**config.mk**
```make
export PLATFORM = sky130hd
export DESIGN_NAME = msi_collector
export DESIGN_NICKNAME = d
export VERILOG_FILES = /design/src/rtl/msi_collector_pkg.sv /design/src/rtl/msi_decode.sv /design/src/rtl/msi_bank.sv /design/src/rtl/msi_readmux.sv /design/src/rtl/msi_collector.sv
export SDC_FILE = /design/constraint.sdc
export NUM_CORES = 1
export LEC_CHECK = 0
export BUFFER_PORTS_ARGS = -buffer_cell sky130_fd_sc_hd__buf_2
export CELL_PAD_IN_SITES_DETAIL_PLACEMENT = 0
export CELL_PAD_IN_SITES_GLOBAL_PLACEMENT = 2
export CORE_MARGIN = 5
export CORE_UTILIZATION = 40
export DETAILED_ROUTE_END_ITERATION = 12
export PLACE_DENSITY = 0.88
export SLEW_MARGIN = 5
export SYNTH_ARGS = -nofsm -noshare
export SYNTH_HDL_FRONTEND = slang
export SYNTH_SLANG_ARGS = --single-unit
```
**constraint.sdc**
```tcl
create_clock -name clk -period 2.1 [get_ports clk]
set_input_delay 0.315 -clock clk [delete_from_list [all_inputs] [get_ports clk]]
set_output_delay 0.315 -clock clk [all_outputs]
set_load 0.02 [all_outputs]
```
**src/rtl/msi_collector_pkg.sv**
```systemverilog
// Shared constants for the message-signalled interrupt collector.
// Assumes a one-byte message and a fixed set of four banks.
package msi_collector_pkg;
    localparam int NUM_BANKS  = 4;
    localparam int BANK_SEL_W = 2;
    localparam int MSG_W      = 8;
    localparam int RD_W       = 32;
    localparam int FIELD_LSB  = BANK_SEL_W;
endpackage

```
**src/rtl/msi_decode.sv**
```systemverilog
// Turns one message byte into a one-hot set mask per bank.
// Assumes IDX_W is in 1..5, so the bit field fits below byte bit 7.
// Byte bits above the field are ignored.
module msi_decode
    import msi_collector_pkg::*;
#(
    parameter int IDX_W = 5,
    localparam int SRC  = 1 << IDX_W
) (
    input  logic                              msg_valid,
    input  logic [MSG_W-1:0]                  msg_data,
    output logic [NUM_BANKS-1:0][SRC-1:0]     set_mask
);
    logic [BANK_SEL_W-1:0] bank_sel;
    logic [IDX_W-1:0]      bit_sel;
    logic                  unused_bits;

    assign bank_sel    = msg_data[BANK_SEL_W-1:0];
    assign bit_sel     = msg_data[FIELD_LSB +: IDX_W];
    assign unused_bits = ^msg_data;

    // Build the one-hot set request for the addressed bank.
    always_comb begin
        set_mask = '0;
        if (msg_valid) begin
            set_mask[bank_sel][bit_sel] = 1'b1;
        end
    end
endmodule

```
**src/rtl/msi_bank.sv**
```systemverilog
// One pending-status bank: set by messages, cleared by writing ones.
// A set wins over a clear of the same bit in the same cycle.
// Assumes a synchronous active-low reset.
module msi_bank #(
    parameter int SRC = 32
) (
    input  logic           clk,
    input  logic           rst_n,
    input  logic [SRC-1:0] set_vec,
    input  logic [SRC-1:0] clr_vec,
    output logic [SRC-1:0] pending,
    output logic           irq
);
    logic [SRC-1:0] pend_q;

    // Apply the clear first, then the set, so that a new message wins.
    always_ff @(posedge clk) begin
        if (!rst_n) begin
            pend_q <= '0;
        end else begin
            pend_q <= (pend_q & ~clr_vec) | set_vec;
        end
    end

    assign pending = pend_q;

    // The level interrupt is high while any bit is pending.
    always_comb irq = |pend_q;
endmodule

```
**src/rtl/msi_readmux.sv**
```systemverilog
// Selects one bank for the read port and zero-extends it to the bus width.
// Purely combinational.
module msi_readmux
    import msi_collector_pkg::*;
#(
    parameter int SRC = 32
) (
    input  logic [NUM_BANKS-1:0][SRC-1:0] pend_all,
    input  logic [BANK_SEL_W-1:0]         sel,
    output logic [RD_W-1:0]               rdata
);
    // Zero-extend the selected bank to the read-data width.
    always_comb rdata = RD_W'(pend_all[sel]);
endmodule

```
**src/rtl/msi_collector.sv**
```systemverilog
// Top of the message-signalled interrupt collector.
// Messages set pending bits through the decoder. Register writes clear bits
// in the bank picked by the low address bits. Each bank drives one interrupt.
// Assumes IDX_W in 1..5 and ADDR_W >= 2.
module msi_collector
    import msi_collector_pkg::*;
#(
    parameter int IDX_W  = 5,
    parameter int ADDR_W = 4,
    localparam int SRC   = 1 << IDX_W
) (
    input  logic                 clk,
    input  logic                 rst_n,
    input  logic                 msg_valid,
    input  logic [MSG_W-1:0]     msg_data,
    input  logic                 reg_wr_en,
    input  logic [ADDR_W-1:0]    reg_addr,
    input  logic [RD_W-1:0]      reg_wdata,
    output logic [RD_W-1:0]      reg_rdata,
    output logic [NUM_BANKS-1:0] irq
);
    logic [NUM_BANKS-1:0][SRC-1:0] set_mask;
    logic [NUM_BANKS-1:0][SRC-1:0] clr_mask;
    logic [NUM_BANKS-1:0][SRC-1:0] pend_all;
    logic [BANK_SEL_W-1:0]         bank_addr;
    logic                          unused_in;

    assign bank_addr = reg_addr[BANK_SEL_W-1:0];
    assign unused_in = ^{reg_addr, reg_wdata};

    msi_decode #(.IDX_W(IDX_W)) u_decode (
        .msg_valid (msg_valid),
        .msg_data  (msg_data),
        .set_mask  (set_mask)
    );

    for (genvar g = 0; g < NUM_BANKS; g++) begin : g_bank
        // Route the clear mask only to the addressed bank.
        always_comb begin
            clr_mask[g] = '0;
            if (reg_wr_en && (bank_addr == BANK_SEL_W'(g))) begin
                clr_mask[g] = reg_wdata[SRC-1:0];
            end
        end

        msi_bank #(.SRC(SRC)) u_bank (
            .clk     (clk),
            .rst_n   (rst_n),
            .set_vec (set_mask[g]),
            .clr_vec (clr_mask[g]),
            .pending (pend_all[g]),
            .irq     (irq[g])
        );
    end

    msi_readmux #(.SRC(SRC)) u_readmux (
        .pend_all (pend_all),
        .sel      (bank_addr),
        .rdata    (reg_rdata)
    );
endmodule

```
# Yosys cells after proc, flatten, opt, wreduce, memory -nomap -nowiden
# Cells that the tools add are included.
# op_classes
muxes,11
order_cmp,5
n_eq_ne,3
n_reduce_logical,11
bitwise,12
# ops
cell,count
$mux 32,6
$and 32x32->32,4
$mux 128,1
$not 32->32,4
$or 32x32->32,4
$reduce_or 32->1,4
$bmux 32 s2,1
$demux 32 s2,1
$logic_and 1x1->1,6
$lt 2x3->1 const B,2
$lt 5x6->1 const B,1
$demux 1 s5,1
$ge 5x1->1 const B,1
$eq 2x2->1 const B,2
$eq 2x1->1 const B,1
$ge 2x1->1 const B,1
$logic_not 2->1,1
$mux 1,1
# word_totals
output_inout_bits,36
word_cells,46
reg_bits,128
input_bits,48

# Depth between registers and ports, before layout
# Gate-level depths: netlist of the first run.
# depth
depth_word,8
ltp_mapped,6
depth_no_buf,3

# Hierarchy
# From an unflattened synthesis of the first run, not the netlist that was laid out.
# unflattened
cells_unflattened,857
hier_area_um2,8206.6
# by_module_without_submodules
mod,area_each_um2,seq_area_each_um2,cells_each,instances
msi_bank,1173.6,640.6,110,4
msi_collector,1559.0,0.0,170,1
msi_decode,1138.6,0.0,208,1
msi_readmux,814.5,0.0,39,1

# Least setup slack after synthesis of the first run
# No wires, ideal clock.
# synth_path
path_kind,input port to output port
startpoint,in reg_addr[0]
endpoint,out reg_rdata[0]
arrival_time_ps,1230
slack_ps,555
path_stages,3
path_buffers,2
required_time_ps,1785
path_cell_list,buf_6 -> buf_4 -> mux4_2
# synth_via
elab_chain_len,2
# synth_lines
item,line_no,source
from (decl),msi_collector.sv:17,"input logic [ADDR_W-1:0] reg_addr,"
$bmux 32 s2,msi_readmux.sv:13,always_comb rdata = RD_W'(pend_all[sel]);
$mux 32 (implied by the code),msi_readmux.sv:13,
to (decl),msi_collector.sv:19,"output logic [RD_W-1:0] reg_rdata,"
# Every way passes these cells. The select of a mux whose other input is x is not followed.

# Worst setup path in the final report of the first run
# layout_path
startpoint,reg g_bank[2].u_bank.pend_q[0]
endpoint,out irq[2]
# layout_via
elab_chain_len,1
# layout_lines
item,line_no,source
from (decl),msi_bank.sv:14,logic [SRC-1:0] pend_q;
from (signal assigned),msi_bank.sv:21,pend_q <= (pend_q & ~clr_vec) | set_vec;
$reduce_or 32->1,msi_bank.sv:28,always_comb irq = |pend_q;
to (decl),msi_collector.sv:20,output logic [NUM_BANKS-1:0] irq
# Every way passes these cells.

==> flow_summary.ini, run 1 <==
[run_status]
status = finished, final reports clean

[grt]
grtUsageTotal = 0.2352
grt_use_met2 = 0.3934
met1_usage = 0.2966
use_met3 = 0.06036
busiest_layer = met2
grt-ovfl-total = 0
grt_pass1_wl_um = 32110
grt_pass1_vias = 5494
antenna_found_initial = 1
grt_max_degree = 129

[synthesis]
avgSynthCellArea_um2 = 10.50
synth_area_um2 = 5996
synth_area_leader_cell = dfxtp_1
synth_edf_count = 0
yosys-top-cells-count = 130 x nand2_1, 128 x a32o_1, 128 x dfxtp_1, 32 x mux4_2, 32 x nor4_1
yosys_warnings = 0
synth_nets = 619
seq_area_frac_synth = 0.4274
yosys.area.top_type_share = 0.4274
ys_ff_latch = 128
synth_cells = 571
synthFlopType = dfxtp_1
synth_area_leaders = dfxtp_1 43%, a32o_1 21%, mux4_2 12%
yosysMostFrequentCell = nand2_1
synthArstFlopShare = 0
synth_cell_types = 24

[power]
combPwrFrac = 0.078
switchingPower_mw = 1.348
peakVddDrop_uv = 611.1
swShare = 0.2291
power.internal_mw = 4.536
p_leak_nw = 2.688
p_per_area_nw_per_um2 = 800.1
p_total_mw = 5.884
p_seq_frac = 0.416
clkPwrFrac = 0.506

[clock_network]
hold_buffers = 0
cts_tree = done
clock_path_buffers = 2
cts_sinks = 128
numCtsBuffers = 17
worstSkewPairLatency_ns = 0.42
cts_root_buffer = clkbuf_16
clk_pin_slew_ns = 0.06
h-tree-depth = 4

[cells_and_area]
area_growth_syn_to_layout_pct = 22.66
post-route-util = 0.5022
nFillCells = 1313
largest_reg_flops = 128
finalNetCount = 682
final_layout_size_suffix_gt1_frac = 0.3277

[drt]
ant_nets = 0
vias = 5436
first_iter_violations = 776
avgRoutedWirePerCell_um = 24.54
route.detailed.drc = 0
vias_per_cell = 6.534
firstDrtPassIters = 5
totalWireLength_um = 20420

[sta]
relSlewSlack = 0.6121
fmax_mhz = 483.7
skew_ns = 0
slew_viol_final = 0
period_minus_slack_ns = 2.068
rsz0062_at_grt = true
fin_crit_sh = 0.9846
worst_slew_pin_slew_ns = 0.5818
final.setup.tns_ns = 0
setup_viol = 0
finalHoldViolations = 0

[floorplanning]
ios = 84
core_area_um2 = 14640
die_h_um = 132.4
row_count = 44
die_w_um = 132.4
start_util = 0.4094
fp.dieArea_um2 = 17540

[critical_path]
required_ns = 1.78
crit_type = flip-flop to primary output
critPathLaunchType = flip-flop
ff2ff_setup_slack_ns = 1.30
cp.arrival_ns = 1.75
critPathMaxFanout = 3
end_kind = primary output

[place]
port_buffers = 80
place_congestion = 0.8421
hpwl_um = 13330

[worst_hold_path]
hold_path_class = input port to flip-flop

[run]
cap_violations = 0
[power groups by stage]
stage / clock [mW] / combinational [mW] / sequential (mW)
CTS: 3.00 / 0.450 / 2.45
global route: 3.14 / 0.487 / 2.45
finish: 2.98 / 0.456 / 2.45
global placement: 0 / 0.433 / 2.50
detailed placement: 0 / 0.441 / 2.50
floorplan: 0 / 0.269 / 2.50
[worst max-delay path, cell delays in order, from the launching register on]
cell	delay, ns
dfxtp_2	0.34
nor4_4	0.32
nand4_1	0.20
or2_4	0.30
buf_2	0.16
[metal layers]
layer / part of all wire / wire length (um)
met5: 0 / 0
met4: 0.023 / 463
met3: 0.074 / 1512
met2: 0.50 / 10150
met1: 0.41 / 8287
[path summary, 6_finish.rpt]
kind | start | to | cells past startpoint
min reg2reg | g_bank[2].u_bank.pending[15] | g_bank[2].u_bank.pending[15] | 1
max | g_bank[2].u_bank.pending[0] | irq[2] | 4
max reg2reg | g_bank[0].u_bank.pending[30] | g_bank[0].u_bank.pending[30] | 2
min | reg_wdata[3] | g_bank[3].u_bank.pending[3] | 3
[per-stage QoR]
step	hold slack, ns	instance area [um2]	cells	setup slack (ns)
after floorplan	0.4864	5996	571	0.5552
after global placement	0.5000	6499	798	0.2420
after detailed placement	0.5113	6499	798	0.2397
after CTS	0.2327	7293	830	0.003528
after global routing	0.2465	7355	832	-0.05996
final	0.2408	7355	832	0.03239
[kinds of logic (layout without fill, tap and decap cells)]
| logic type | after synthesis | after routing | synth area share |
|---|---|---|---|
| and+or+nand+nor | 226 | 226 | 0.1793 |
| AOI/OAI and AO/OA | 128 | 128 | 0.2137 |
| DFF | 128 | 128 | 0.4274 |
| buffers and inverters | 57 | 133 | 0.05948 |
| muxes | 32 | 32 | 0.1202 |
| other | 0 | 1 | 0 |
[layout make-up]
type | instances | area, um2 | area share
clock inverters | 3 | 40.04 | 0.005444
well taps | 184 | 230.2 | 0.03130
diodes | 1 | 2.502 | 0.0003403
clock buffers | 29 | 570.5 | 0.07758
repair buffers | 100 | 621.8 | 0.08455
multi-input cells | 386 | 3314 | 0.4507
flip-flops and latches | 128 | 2571 | 0.3496
inverters | 1 | 3.754 | 0.0005104
[cell usage in the layout, fill, tap and decap left out, drive strengths merged]
master / synthesis / layout
nand2: 130 / 130
a32o: 128 / 128
and3: 1 / 1
buf: 35 / 100
mux4: 32 / 32
clkinv: 0 / 2
nand4: 8 / 8
nand3: 2 / 2
or3: 1 / 1
clkbuf: 21 / 29
inv: 1 / 1
nand3b: 3 / 3
nor3: 2 / 2
or2: 5 / 5
or3b: 3 / 3
nor2: 34 / 34
and3b: 2 / 2
dfxtp: 128 / 128
nand2b: 2 / 2
diode: 0 / 1
nor3b: 1 / 1
nor4: 32 / 32
bufinv: 0 / 1
[repair_timing]
action | in CTS | in global routing
setup buffers | 0 | 1
pin swaps | 7 | 8
setup endpoints to repair | 4 | 3
gates resized for setup | 30 | 12
Note: power is estimated with default switching activity, not from simulation.
==> inputs of run 2 (changes only) <==
- PLACE_DENSITY: 0.88 -> unset
- PLACE_DENSITY_LB_ADDON: unset -> 0.1
- TNS_END_PERCENT: unset -> 10
==> run 2 against run 1 <==
Combinational power rose by 0.9%. Die area did not move. Critical endpoint is now irq[3]. Flip-flop and latch count did not move. Count of clock-buffer cells in the layout fell by 11. Via count rose by 0.64%. Routed wire length rose by 4.3%. Register-to-register slack improved by 0.10 ns. Critical path type unchanged. Global-route usage rose by 0.32 points. First-iteration DRC count fell by 31%.
==> flow_summary.ini, run 2 (synthesized netlist as in run 1, its figures left out) <==
[drt]
route.met2.wl_um = 10700
avgRoutedWirePerCell_um = 25.62
vias = 5471
totalWireLength_um = 21290
route.detailed.drc = 0
vias_per_cell = 6.584
wl_met3_um = 1359
first_iter_violations = 535
wl_met1_um = 8756
firstDrtPassIters = 5
top_layer = met4
ant_nets = 0

[critical_path]
crit_slowest_cell = dfxtp_1
rr_startpoint = g_bank[2].u_bank.pending[25]
crit_type = flip-flop to primary output
end_kind = primary output
critPathMaxFanout = 3
crit_family = simple AND/OR/NAND/NOR gates
critPathLaunchType = flip-flop
crit_buf_inv = 1
cp.arrival_ns = 1.78
rr_worst_depth = 1
ff2ff_setup_slack_ns = 1.40
path_cells = nor4_4, nand4_1, or2_4, buf_6
r2r_end = g_bank[2].u_bank.pending[25]
critPathMaxStageDelay_ns = 0.36
required_ns = 1.78

[floorplanning]
die_h_um = 132.4
start_util = 0.4094
fp.dieArea_um2 = 17540
ios = 84
core_area_um2 = 14640
die_w_um = 132.4
row_count = 44

[sta]
setup_viol = 0
relSlewSlack = 0.4932
fin_crit_sh = 0.9995
period_minus_slack_ns = 2.099
slew_viol_final = 0
worst_slew_pin_slew_ns = 0.7602
finalHoldViolations = 0
skew_ns = 0
fmax_mhz = 476.4
whs_ns = 0.2440
rsz0062_at_grt = true

[power]
p_leak_nw = 2.660
p_total_mw = 6.170
p_per_area_nw_per_um2 = 842.9
peakVddDrop_uv = 613.7

[cells_and_area]
num_antenna_cells = 0
layout_commonest_cell = nand2_1
largest_reg_flops = 128
finalNetCount = 682
final_layout_size_suffix_gt1_frac = 0.3230
layout_common_cells = 130 x nand2_1, 128 x a32o_1, 124 x dfxtp_1
area_growth_syn_to_layout_pct = 22.08

[clock_network]
hold_buffers = 0
numCtsBuffers = 17
cts_tree = done
h-tree-depth = 4
worstSkewPairLatency_ns = 0.41
clk_pin_slew_ns = 0.06
cts_root_buffer = clkbuf_16
postCtsSetupBuffers = 0
cts_sinks = 128
clock_path_buffers = 2

[worst_hold_path]
hold_path_class = input port to flip-flop
min_to = g_bank[1].u_bank.pending[26]
holdPathStages = 3
hp-start = reg_wdata[26]

[run]
cap_violations = 0

[place]
port_buffers = 80
hpwl_um = 13500
place_congestion = 0.8506

[grt]
grt-ovfl-total = 0
grt_max_degree = 69
antenna_found_initial = 0
grt_pass1_wl_um = 32610
grt_pass1_vias = 5618
grtUsageTotal = 0.2384

[run_status]
status = finished, final reports clean
## run 2: area by class of cell
| class | count | area (um2) |
|---|---|---|
| sequential | 128 | 2567 |
| clock inverter | 14 | 212.7 |
| multi-input combinational | 386 | 3263 |
| fill | 1368 | 7325 |
| inverter | 1 | 3.754 |
| timing repair buffer | 100 | 603.1 |
| clock buffer | 18 | 439.2 |
| tap | 184 | 230.2 |
## run 2: power breakdown
group / total, mW / switching [mW] / leakage (nW) / internal (mW)
Combinational: 0.460 / 0.307 / 1.32 / 0.153
Clock: 3.26 / 1.13 / 0.308 / 2.13
Sequential: 2.45 / 0.0101 / 1.03 / 2.44
Total: 6.17 / 1.44 / 2.66 / 4.73
## run 2: what timing repair did
item | 4_1_cts | 5_1_grt
cloned | 0 | 0
endpoints found under the setup margin | 4 | 4
gates resized for setup | 22 | 13
pin swaps | 7 | 7
hold endpoints to repair | 0 | 0
## run 2: how the worst max path moves through the flow
stage	from	end	cells past startpoint
finish	g_bank[3].u_bank.pending[25]	irq[3]	4
global route	g_bank[1].u_bank.pending[27]	irq[1]	5
CTS	g_bank[1].u_bank.pending[24]	irq[1]	5
detailed placement	g_bank[2].u_bank.pending[20]	irq[2]	4
global placement	g_bank[2].u_bank.pending[20]	irq[2]	4
floorplan	reg_addr[0]	reg_rdata[0]	3
## run 2: per-layer routing
layer | vias to the layer above | GRT usage
met5 | - | 0
met4 | 0 | 0.08661
met3 | 44 | 0.05125
met2 | 255 | 0.4073
met1 | 2783 | 0.2975
li1 | 2389 | -
## run 2: stage by stage
step / worst slack, ns / utilization / area, um2 / setup TNS [ns] / cells
floorplan: 0.5552 / - / 5996 / 0 / 571
global placement: 0.2291 / 0.4426 / 6481 / 0 / 799
detailed placement: 0.2369 / 0.4426 / 6481 / 0 / 799
CTS: -0.008692 / 0.4962 / 7266 / -0.01066 / 831
global route: -0.04339 / 0.4998 / 7320 / -0.1023 / 831
finish: 0.001044 / 0.4998 / 7320 / 0 / 831
==> inputs of run 3 (changes only) <==
- PLACE_DENSITY: unset -> 0.95
- PLACE_DENSITY_LB_ADDON: 0.1 -> unset
==> run 3 against run 2 <==
The flow now finishes with violations (negative setup slack). Critical path type unchanged. Core utilization shrank 0.27 points. Total power shrank 6.3%. Die area is the same. Fmax shrank 0.49%. Routed wire length shrank 3.3%. Register-to-register slack is essentially flat. Highest routed layer unchanged. Flip-flop and latch count is the same. Final cell count shrank 0.12%. Sequential share of layout area grew 0.21 points.
==> flow_summary.ini, run 3 (synthesized netlist as in run 1, its figures left out) <==
[sta]
setup_viol = 1
whs_ns = 0.2518
fin_crit_sh = 1.004
worst_slew_pin_slew_ns = 0.5927
final.setup.tns_ns = -0.009260
slew_viol_final = 0
skew_ns = 0
period_minus_slack_ns = 2.109
worst_slack_ns = -0.009260
relSlewSlack = 0.6049
fmax_mhz = 474.1
finalHoldViolations = 0
rsz0062_at_grt = true

[grt]
grt_pass1_vias = 5716
grt-ovfl-total = 0
grtUsageTotal = 0.2314
antenna_found_initial = 1
grt_max_degree = 129
grt_pass1_wl_um = 31930

[drt]
first_iter_violations = 731
totalWireLength_um = 20590
avgRoutedWirePerCell_um = 24.81
ant_nets = 0
vias_per_cell = 6.741
vias = 5595
firstDrtPassIters = 6
route.detailed.drc = 0

[clock_network]
worstSkewPairLatency_ns = 0.42
numCtsBuffers = 17
postCtsSetupBuffers = 0
clk_pin_slew_ns = 0.06
cts_root_buffer = clkbuf_16
cts_sinks = 128
h-tree-depth = 4
cts_tree = done
hold_buffers = 0
clock_path_buffers = 2

[place]
dp_cells = 798
port_buffers = 80
post-place-ws_ns = 0.2366
place_congestion = 0.8746
hpwl_um = 13200

[critical_path]
cp.arrival_ns = 1.79
critPathMaxFanout = 3
crit_type = flip-flop to primary output
end_kind = primary output
rr_worst_depth = 1
critPathLaunchType = flip-flop
required_ns = 1.78

[power]
p_per_area_nw_per_um2 = 794.4
clkPwrFrac = 0.497
power.internal_mw = 4.428
p_leak_nw = 2.659
combPwrFrac = 0.079
p_seq_frac = 0.423
swShare = 0.2342
peakVddDrop_uv = 635.6
switchingPower_mw = 1.355

[run_status]
status = finished with violations
violations = negative setup slack

[cells_and_area]
layout_common_cells = 130 x nand2_1, 128 x a32o_1, 125 x dfxtp_1
multi_input_area_um2 = 3278
finalNetCount = 681
largest_reg_flops = 128
area_growth_syn_to_layout_pct = 21.41
nFillCells = 1322
ff_latch_area_um2 = 2569
stdcell_count = 830
final_layout_size_suffix_gt1_frac = 0.3163
layout_commonest_cell = nand2_1

[worst_hold_path]
holdPathStages = 3
hold_path_class = input port to flip-flop

[floorplanning]
die_w_um = 132.4
row_count = 44
core_area_um2 = 14640
start_util = 0.4094
fp.dieArea_um2 = 17540
ios = 84
die_h_um = 132.4

[run]
cap_violations = 0
run 3: cell types whose count changed in the layout (fill, tap and decap cells not counted), sizes merged:
cell	delta
buf	-1
clkbuf	+8
clkinvlp	-4
bufinv	-4
diode	+1
inv	-1
run 3: per-stage QoR:
stage | power, mW | area [um2] | utilization
final | 5.783 | 7279 | 0.4971
after global routing | 5.933 | 7279 | 0.4971
after CTS | 5.789 | 7213 | 0.4926
after detailed placement | 2.934 | 6499 | 0.4438
after global placement | 2.926 | 6499 | 0.4438
after floorplan | 2.765 | 5996 | -
run 3: power groups by stage:
stage	Clock, mW	Sequential [mW]	Combinational, mW
2_1_floorplan	0	2.50	0.269
3_3_place_gp	0	2.50	0.427
3_5_place_dp	0	2.50	0.435
4_1_cts	2.90	2.45	0.444
5_1_grt	3.00	2.45	0.485
6_report	2.88	2.45	0.458
run 3: routing by layer:
layer / vias up / wire [um] / GRT usage
li1: 2389 / - / -
met1: 2803 / 8012 / 0.2812
met2: 345 / 10280 / 0.3885
met3: 58 / 1706 / 0.05581
met4: 0 / 595 / 0.1062
met5: - / 0 / 0
run 3: final timing paths:
check	startpoint	endpoint	slack [ns]
max	g_bank[2].u_bank.pending[8]	irq[2]	-0.009
min	reg_wdata[25]	g_bank[0].u_bank.pending[25]	0.25
max reg2reg	g_bank[0].u_bank.pending[2]	g_bank[0].u_bank.pending[2]	1.40
min reg2reg	g_bank[2].u_bank.pending[29]	g_bank[2].u_bank.pending[29]	0.53
run 3: cell type report:
type / count / share of cell area
inverters: 1 / 0.0005156
flip-flops and latches: 128 / 0.3529
multi-input cells: 386 / 0.4503
clock inverters: 5 / 0.006875
repair buffers: 99 / 0.08474
clock buffers: 26 / 0.07271
well taps: 184 / 0.03163
diodes: 1 / 0.0003438
run 3: worst max-delay path, stage by stage, from the launching register on:
cell     delay, ns
dfxtp_1       0.34
nor4_2        0.36
nand4_1       0.23
or2_4         0.30
buf_2         0.16
run 3: timing repair:
action                                  in CTS  in global routing
endpoints found under the setup margin       4                  4
resized for setup                           21                 14
pin swaps                                    6                 12
